===== config.mk =====
export PLATFORM = sky130hd
export DESIGN_NAME = owm_engine
export DESIGN_NICKNAME = d
export VERILOG_FILES = /design/src/rtl/owm_pkg.sv /design/src/rtl/owm_usec_tick.sv /design/src/rtl/owm_slot.sv /design/src/rtl/owm_seq.sv /design/src/rtl/owm_engine.sv
export SDC_FILE = /design/constraint.sdc
export NUM_CORES = 1
export LEC_CHECK = 0
export CAP_MARGIN = 20
export CORE_MARGIN = 3
export CORE_UTILIZATION = 30
export DETAILED_ROUTE_END_ITERATION = 8
export HOLD_SLACK_MARGIN = 0.1
export REMOVE_ABC_BUFFERS = 1
export SLEW_MARGIN = 40
export SYNTH_ARGS = -nofsm -noshare
export SYNTH_HDL_FRONTEND = slang
export SYNTH_HIERARCHICAL = 1
export SYNTH_SLANG_ARGS = --single-unit

===== constraint.sdc =====
create_clock -name clk -period 4.6 [get_ports clk]
set_clock_uncertainty 0.15 [all_clocks]
set_input_delay 0.92 -clock clk [delete_from_list [all_inputs] [get_ports clk]]
set_output_delay 0.92 -clock clk [all_outputs]
set_load 0.01 [all_outputs]

===== src/rtl/owm_pkg.sv =====
package owm_pkg;

    localparam int UCNT_W = 10;
    typedef logic [UCNT_W-1:0] ucnt_t;

    // microsecond marks inside one operation, counted from its falling edge
    localparam ucnt_t T_RST_LOW   = ucnt_t'(480);
    localparam ucnt_t T_RST_END   = ucnt_t'(960);
    localparam ucnt_t T_PRES_FROM = ucnt_t'(540);
    localparam ucnt_t T_PRES_TO   = ucnt_t'(720);
    localparam ucnt_t T_W1_LOW    = ucnt_t'(6);
    localparam ucnt_t T_W0_LOW    = ucnt_t'(64);
    localparam ucnt_t T_RD_LOW    = ucnt_t'(2);
    localparam ucnt_t T_RD_SAMPLE = ucnt_t'(13);
    localparam ucnt_t T_SLOT_END  = ucnt_t'(72);

    typedef enum logic [2:0] {
        OP_RESET = 3'd0,
        OP_WBIT  = 3'd1,
        OP_RBIT  = 3'd2,
        OP_WBYTE = 3'd3,
        OP_RBYTE = 3'd4
    } owm_op_e;

    typedef enum logic [1:0] {
        SLOT_RST,
        SLOT_W0,
        SLOT_W1,
        SLOT_RD
    } slot_kind_e;

    typedef struct packed {
        logic bit_val;
        logic presence;
    } slot_res_t;

    function automatic logic op_is_valid(input logic [2:0] op);
        return op <= 3'd4;
    endfunction

    function automatic logic op_is_byte(input owm_op_e op);
        return (op == OP_WBYTE) || (op == OP_RBYTE);
    endfunction

    function automatic slot_kind_e kind_for(input owm_op_e op, input logic b);
        case (op)
            OP_RESET:          return SLOT_RST;
            OP_RBIT, OP_RBYTE: return SLOT_RD;
            default:           return b ? SLOT_W1 : SLOT_W0;
        endcase
    endfunction

    function automatic ucnt_t low_len(input slot_kind_e k);
        case (k)
            SLOT_RST: return T_RST_LOW;
            SLOT_W0:  return T_W0_LOW;
            SLOT_W1:  return T_W1_LOW;
            default:  return T_RD_LOW;
        endcase
    endfunction

    function automatic ucnt_t end_len(input slot_kind_e k);
        return (k == SLOT_RST) ? T_RST_END : T_SLOT_END;
    endfunction

endpackage


===== src/rtl/owm_usec_tick.sv =====
module owm_usec_tick #(
    parameter int CLKS_PER_US = 50
) (
    input  logic clk,
    input  logic rst,
    input  logic run,
    output logic tick
);
    localparam int CW = (CLKS_PER_US > 1) ? $clog2(CLKS_PER_US) : 1;
    localparam logic [CW-1:0] LAST = CW'(CLKS_PER_US - 1);

    logic [CW-1:0] cnt;

    assign tick = run && (cnt == LAST);

    always_ff @(posedge clk) begin
        if (rst) begin
            cnt <= '0;
        end else if (!run || tick) begin
            cnt <= '0;
        end else begin
            cnt <= cnt + 1'b1;
        end
    end
endmodule


===== src/rtl/owm_slot.sv =====
module owm_slot
    import owm_pkg::*;
(
    input  logic       clk,
    input  logic       rst,
    input  logic       start,
    input  slot_kind_e kind,
    input  logic       us_tick,
    input  logic       line_in,
    output logic       active,
    output logic       drive_low,
    output logic       done,
    output slot_res_t  res
);
    ucnt_t      t;
    slot_kind_e kind_q;

    assign drive_low = active && (t < low_len(kind_q));

    always_ff @(posedge clk) begin
        if (rst) begin
            active <= 1'b0;
            t      <= '0;
            kind_q <= SLOT_RST;
            done   <= 1'b0;
            res    <= '0;
        end else begin
            done <= 1'b0;
            if (!active && start) begin
                active <= 1'b1;
                t      <= '0;
                kind_q <= kind;
                res    <= '0;
            end else if (active && us_tick) begin
                if (kind_q == SLOT_RST && t >= T_PRES_FROM && t < T_PRES_TO && !line_in)
                    res.presence <= 1'b1;
                if (kind_q == SLOT_RD && t == T_RD_SAMPLE)
                    res.bit_val <= line_in;
                if (t == end_len(kind_q) - ucnt_t'(1)) begin
                    active <= 1'b0;
                    done   <= 1'b1;
                end else begin
                    t <= t + ucnt_t'(1);
                end
            end
        end
    end
endmodule


===== src/rtl/owm_seq.sv =====
module owm_seq
    import owm_pkg::*;
#(
    parameter int SPU_W = 16
) (
    input  logic             clk,
    input  logic             rst,
    input  logic             cmd_valid,
    input  logic [2:0]       cmd_op,
    input  logic             cmd_spu,
    input  logic [SPU_W-1:0] spu_us,
    input  logic [7:0]       tx_byte,
    input  logic             slot_done,
    input  slot_res_t        slot_res,
    input  logic             us_tick,
    output logic             slot_start,
    output slot_kind_e       slot_kind,
    output logic             busy,
    output logic             done,
    output logic             presence,
    output logic             spu_en,
    output logic [7:0]       rx_byte
);
    typedef enum logic [1:0] {SEQ_IDLE, SEQ_SLOT, SEQ_SPU} seq_e;
    localparam logic [SPU_W-1:0] ONE = SPU_W'(1);

    seq_e             state;
    owm_op_e          op_q;
    logic [7:0]       sh;
    logic [7:0]       rx_sh;
    logic [2:0]       bitcnt;
    logic             spu_arm;
    logic [SPU_W-1:0] spu_len;
    logic [SPU_W-1:0] spu_cnt;

    always_ff @(posedge clk) begin
        if (rst) begin
            state      <= SEQ_IDLE;
            op_q       <= OP_RESET;
            sh         <= '0;
            rx_sh      <= '0;
            bitcnt     <= '0;
            spu_arm    <= 1'b0;
            spu_len    <= '0;
            spu_cnt    <= '0;
            slot_start <= 1'b0;
            slot_kind  <= SLOT_RST;
            busy       <= 1'b0;
            done       <= 1'b0;
            presence   <= 1'b0;
            spu_en     <= 1'b0;
            rx_byte    <= '0;
        end else begin
            slot_start <= 1'b0;
            done       <= 1'b0;
            case (state)
                SEQ_IDLE: begin
                    if (cmd_valid && op_is_valid(cmd_op)) begin
                        op_q       <= owm_op_e'(cmd_op);
                        busy       <= 1'b1;
                        sh         <= tx_byte;
                        bitcnt     <= '0;
                        slot_start <= 1'b1;
                        slot_kind  <= kind_for(owm_op_e'(cmd_op), tx_byte[0]);
                        spu_arm    <= cmd_spu && (cmd_op == OP_WBYTE) && (spu_us != '0);
                        spu_len    <= spu_us;
                        state      <= SEQ_SLOT;
                    end
                end
                SEQ_SLOT: begin
                    if (slot_done) begin
                        rx_sh <= {slot_res.bit_val, rx_sh[7:1]};
                        if (op_is_byte(op_q) && bitcnt != 3'd7) begin
                            bitcnt     <= bitcnt + 3'd1;
                            sh         <= {1'b0, sh[7:1]};
                            slot_start <= 1'b1;
                            slot_kind  <= kind_for(op_q, sh[1]);
                        end else if (spu_arm) begin
                            state   <= SEQ_SPU;
                            spu_en  <= 1'b1;
                            spu_cnt <= '0;
                        end else begin
                            state <= SEQ_IDLE;
                            busy  <= 1'b0;
                            done  <= 1'b1;
                            case (op_q)
                                OP_RESET: presence <= slot_res.presence;
                                OP_RBIT:  rx_byte  <= {7'b0, slot_res.bit_val};
                                OP_RBYTE: rx_byte  <= {slot_res.bit_val, rx_sh[7:1]};
                                default:  ;
                            endcase
                        end
                    end
                end
                SEQ_SPU: begin
                    if (us_tick) begin
                        if (spu_cnt == spu_len - ONE) begin
                            spu_en <= 1'b0;
                            busy   <= 1'b0;
                            done   <= 1'b1;
                            state  <= SEQ_IDLE;
                        end else begin
                            spu_cnt <= spu_cnt + ONE;
                        end
                    end
                end
                default: state <= SEQ_IDLE;
            endcase
        end
    end
endmodule


===== src/rtl/owm_engine.sv =====
module owm_engine
    import owm_pkg::*;
#(
    parameter int CLKS_PER_US = 50,
    parameter int SPU_W       = 16
) (
    input  logic             clk,
    input  logic             rst,
    input  logic             cmd_valid,
    input  logic [2:0]       cmd_op,
    input  logic             cmd_spu,
    input  logic [SPU_W-1:0] spu_us,
    input  logic [7:0]       tx_byte,
    output logic [7:0]       rx_byte,
    output logic             busy,
    output logic             done,
    output logic             presence,
    input  logic             line_in,
    output logic             line_drive_low,
    output logic             spu_en
);
    logic [1:0] sync_q;
    logic       line_s;
    logic       us_tick;
    logic       slot_active;
    logic       slot_start;
    logic       slot_done;
    slot_kind_e slot_kind;
    slot_res_t  slot_res;

    // two-stage synchroniser for the asynchronous bus level
    always_ff @(posedge clk) begin
        if (rst) sync_q <= 2'b11;
        else     sync_q <= {sync_q[0], line_in};
    end
    assign line_s = sync_q[1];

    owm_usec_tick #(.CLKS_PER_US(CLKS_PER_US)) u_tick (
        .clk  (clk),
        .rst  (rst),
        .run  (slot_active | spu_en),
        .tick (us_tick)
    );

    owm_slot u_slot (
        .clk       (clk),
        .rst       (rst),
        .start     (slot_start),
        .kind      (slot_kind),
        .us_tick   (us_tick),
        .line_in   (line_s),
        .active    (slot_active),
        .drive_low (line_drive_low),
        .done      (slot_done),
        .res       (slot_res)
    );

    owm_seq #(.SPU_W(SPU_W)) u_seq (
        .clk        (clk),
        .rst        (rst),
        .cmd_valid  (cmd_valid),
        .cmd_op     (cmd_op),
        .cmd_spu    (cmd_spu),
        .spu_us     (spu_us),
        .tx_byte    (tx_byte),
        .slot_done  (slot_done),
        .slot_res   (slot_res),
        .us_tick    (us_tick),
        .slot_start (slot_start),
        .slot_kind  (slot_kind),
        .busy       (busy),
        .done       (done),
        .presence   (presence),
        .spu_en     (spu_en),
        .rx_byte    (rx_byte)
    );
endmodule


==> run_results.csv <==
group,metric,value,unit
outcome,outcome,"finished, final reports clean",
grt,grt_max_degree,39,
routing,wire_per_inst,14.8,um
placed_design,dp_cells,839,
sta,maxSlewHeadroom,52.7,%
clock_network,cts_root_buf,"clkbuf_16",
pwr,combPwrFrac,23.9,%
sta,period_share,74.4,%
yosys,synth_top_area_share,37.3,%
layout,regArea,1880,sq um
clock_network,ctsResizeCount,0,
floorplan,core_area,16200,sq um
placed_design,io_buffers,44,
sta,slew_viol_final,0,
routing,antenna_left,0,
yosys,syn-mean-instance-area,8.35,sq um
sta,grt_setup_unrepaired,"false",
floorplan,die_w,136,um
routing,vias,4551,
clock_network,cts_tree,"yes",
setup_path,critPathKind,"register to primary output",
pwr,cellLeakagePower,2.15,nW
sta,tightest_slew,0.708,ns
layout,stdcell_count,854,
yosys,synthDistinctLibCells,76,
yosys,synthesis.area,5040,sq um
grt,grt_pass1_wl,21.5,mm
yosys,synthTopCellsByArea,"dfxtp_1, a21oi_1, nand2_1",
sta,finalSetupViolCount,0,
sta,worst_slack,1.18,ns
pwr,power_frac_seq,40.7,%
routing,drt_drc_violations_left,0,
floorplan,die_y,136,um
floorplan,io_pins,45,
worst_hold_path,min-delay-path-class,"register to register",
grt,antenna_found_initial,0,
pwr,p_sw,0.702,mW
sta,tns,0,ns
floorplan,row_count,46,
clock_network,post-cts-setup-buffers,0,
sta,clock.fmax,292,MHz
sta,hold_viol,0,
yosys,synth_edf_count,0,
floorplan,dieArea,18400,sq um
sta,post-route-min-period,3.42,ns
routing,drt_pass1_iterations,5,
routing,vias_per_cell,5.33,
yosys,ys_dominant_reg_cell,"dfxtp_1",
layout,area_delta_synth_final,18.4,%
setup_path,crit_required,3.53,ns
clock_network,cts_sinks,94,
pwr,switching_share,30.7,%
clock_network,htreeDepth,3,
yosys,synthCells,604,
layout,nFillCells,1653,
clock_network,cts_buffers,9,
grt,grt.overflow.total,0,
pwr,clockPowerShare,35.4,%
routing,finalWirelength,12.7,mm
layout,drive_gt1_share,7.84,%
setup_path,end_kind,"primary output",
yosys,synth_top_cell_by_area,"dfxtp_1",
clock_network,clock_path_buffers,2,
placed_design,place_congestion,0.884,
layout,nets,683,
clock_network,clkLatencyLatePin,0.35,ns
job,maxCapViolCount,0,
routing,drtIter0Drc,360,
setup_path,cp-start-kind,"register",
yosys,ys_ff_latch,94,
layout,multi_input_area,2980,sq um
setup_path,worstPathArrival,2.35,ns
grt,grt_pass1_vias,4423,
floorplan,start_util,31.2,%
yosys,async_flop_share,0,%
clock_network,cts_hold_buf,0,
grt,grtUsageTotal,14.2,%
layout,mostFrequentLayoutCells,"dfxtp_1, nand2_1, nor2_1",
pwr,ir_worst_vdd,0.194,mV
placed_design,dp_slack,1.48,ns
pwr,power_density,382,nW/um^2
setup_path,worstPathMaxFanout,5,
layout,final_common_cell,"dfxtp_1",
layout,n_antenna_cell,0,
yosys,yosys_warnings,6,
placed_design,hpwl,9.30,mm
clock_network,clkTransAtPathRegs,0.07,ns
yosys,ys_seq_area_share,37.3,%
pwr,p_int,1.58,mW
==> critical path, cell delays in order (launching register included) <==
cell and delay [ns]:
dfxtp_1 0.36, nor2_1 0.21, inv_1 0.13, ha_1 0.28, or2_2 0.27, a21oi_1 0.14, a21o_1 0.10, clkdlybuf4s50_1 0.52
==> cells by family (layout without fill, tap and decap cells) <==
logic type,after synthesis,count (layout),synth area share (%)
flip-flops,94,94,37.3
AO/OA/AOI/OAI,140,140,18.1
XOR/XNOR,27,27,4.69
AND/OR/NAND/NOR,269,269,28.8
multiplexers,15,15,3.00
adder cells (fa/ha/maj),17,17,4.22
buffers and inverters,42,76,3.85
==> area by class of cell <==
type | instances | area share [%]
Inverter | 12 | 0.755
Clock buffer | 9 | 3.77
Multi-Input combinational cell | 468 | 49.9
Sequential cell | 94 | 31.5
Clock inverter | 6 | 1.59
Tap cell | 216 | 4.53
Timing Repair Buffer | 49 | 7.92
==> through the flow <==
step	hold WS, ns	util (%)	area, sq um	total power [mW]
after floorplan	0.235	-	4890	1.32
after detailed placement	0.244	34.9	5640	1.49
after global routing	0.298	36.9	5970	2.42
final	0.263	36.9	5970	2.28
after CTS	0.263	36.8	5960	2.31
after global placement	0.243	34.8	5630	1.47
==> synthesized netlist by cell type (all sizes together) (4+ instances only) <==
master	number
a21o	7
xnor2	17
clkbuf	18
and3	12
a211oi	13
mux2i	14
nand3	29
xor2	10
nand4	10
nand2b	4
inv	11
nor3	13
ha	17
or4	12
buf	12
nor4	16
a21oi	57
a22oi	10
nand2	67
a41oi	4
dfxtp	94
or2	9
nor3b	4
nor2	62
or3	14
o21ai	19
o31ai	7
==> path summary, 6_finish.rpt <==
kind	startpoint	end	slack, ns	cells after the start
max	u_slot/kind_q[1]$_SDFFE_PP0P_	line_drive_low	1.18	7
min	sync_q[0]$_SDFF_PP1_	sync_q[1]$_SDFF_PP1_	0.26	1
max reg2reg	u_seq/spu_len[0]$_SDFFE_PP0P_	u_seq/busy$_SDFFE_PP0P_	1.53	9
min reg2reg	sync_q[0]$_SDFF_PP1_	sync_q[1]$_SDFF_PP1_	0.26	1
==> layer usage <==
metal,track usage (%),share of wire (%),vias up
met2,24.1,49,117
met3,3.90,5.3,12
li1,-,-,2258
met1,17.9,45,2164
met4,3.47,1.1,0
met5,0,0,-
==> power groups by stage <==
stage | clock (mW) | sequential (mW) | combinational (mW)
2_1_floorplan | 0 | 0.933 | 0.383
3_3_place_gp | 0 | 0.944 | 0.524
3_5_place_dp | 0 | 0.948 | 0.540
4_1_cts | 0.833 | 0.929 | 0.544
5_1_grt | 0.868 | 0.937 | 0.611
6_report | 0.809 | 0.929 | 0.545
==> state kept, by name (all words and copies together), names as in the netlist, 3 cells and up <==
| register | cells |
|---|---|
| u_seq/spu_cnt | 16 |
| u_seq/spu_len | 16 |
| u_slot/t | 10 |
| u_seq/rx_byte | 8 |
| u_seq/rx_sh | 7 |
| u_seq/sh | 7 |
| u_tick/cnt | 6 |
| u_seq/bitcnt | 3 |
| u_seq/op_q | 3 |
Power figures use the tool's default switching activity.
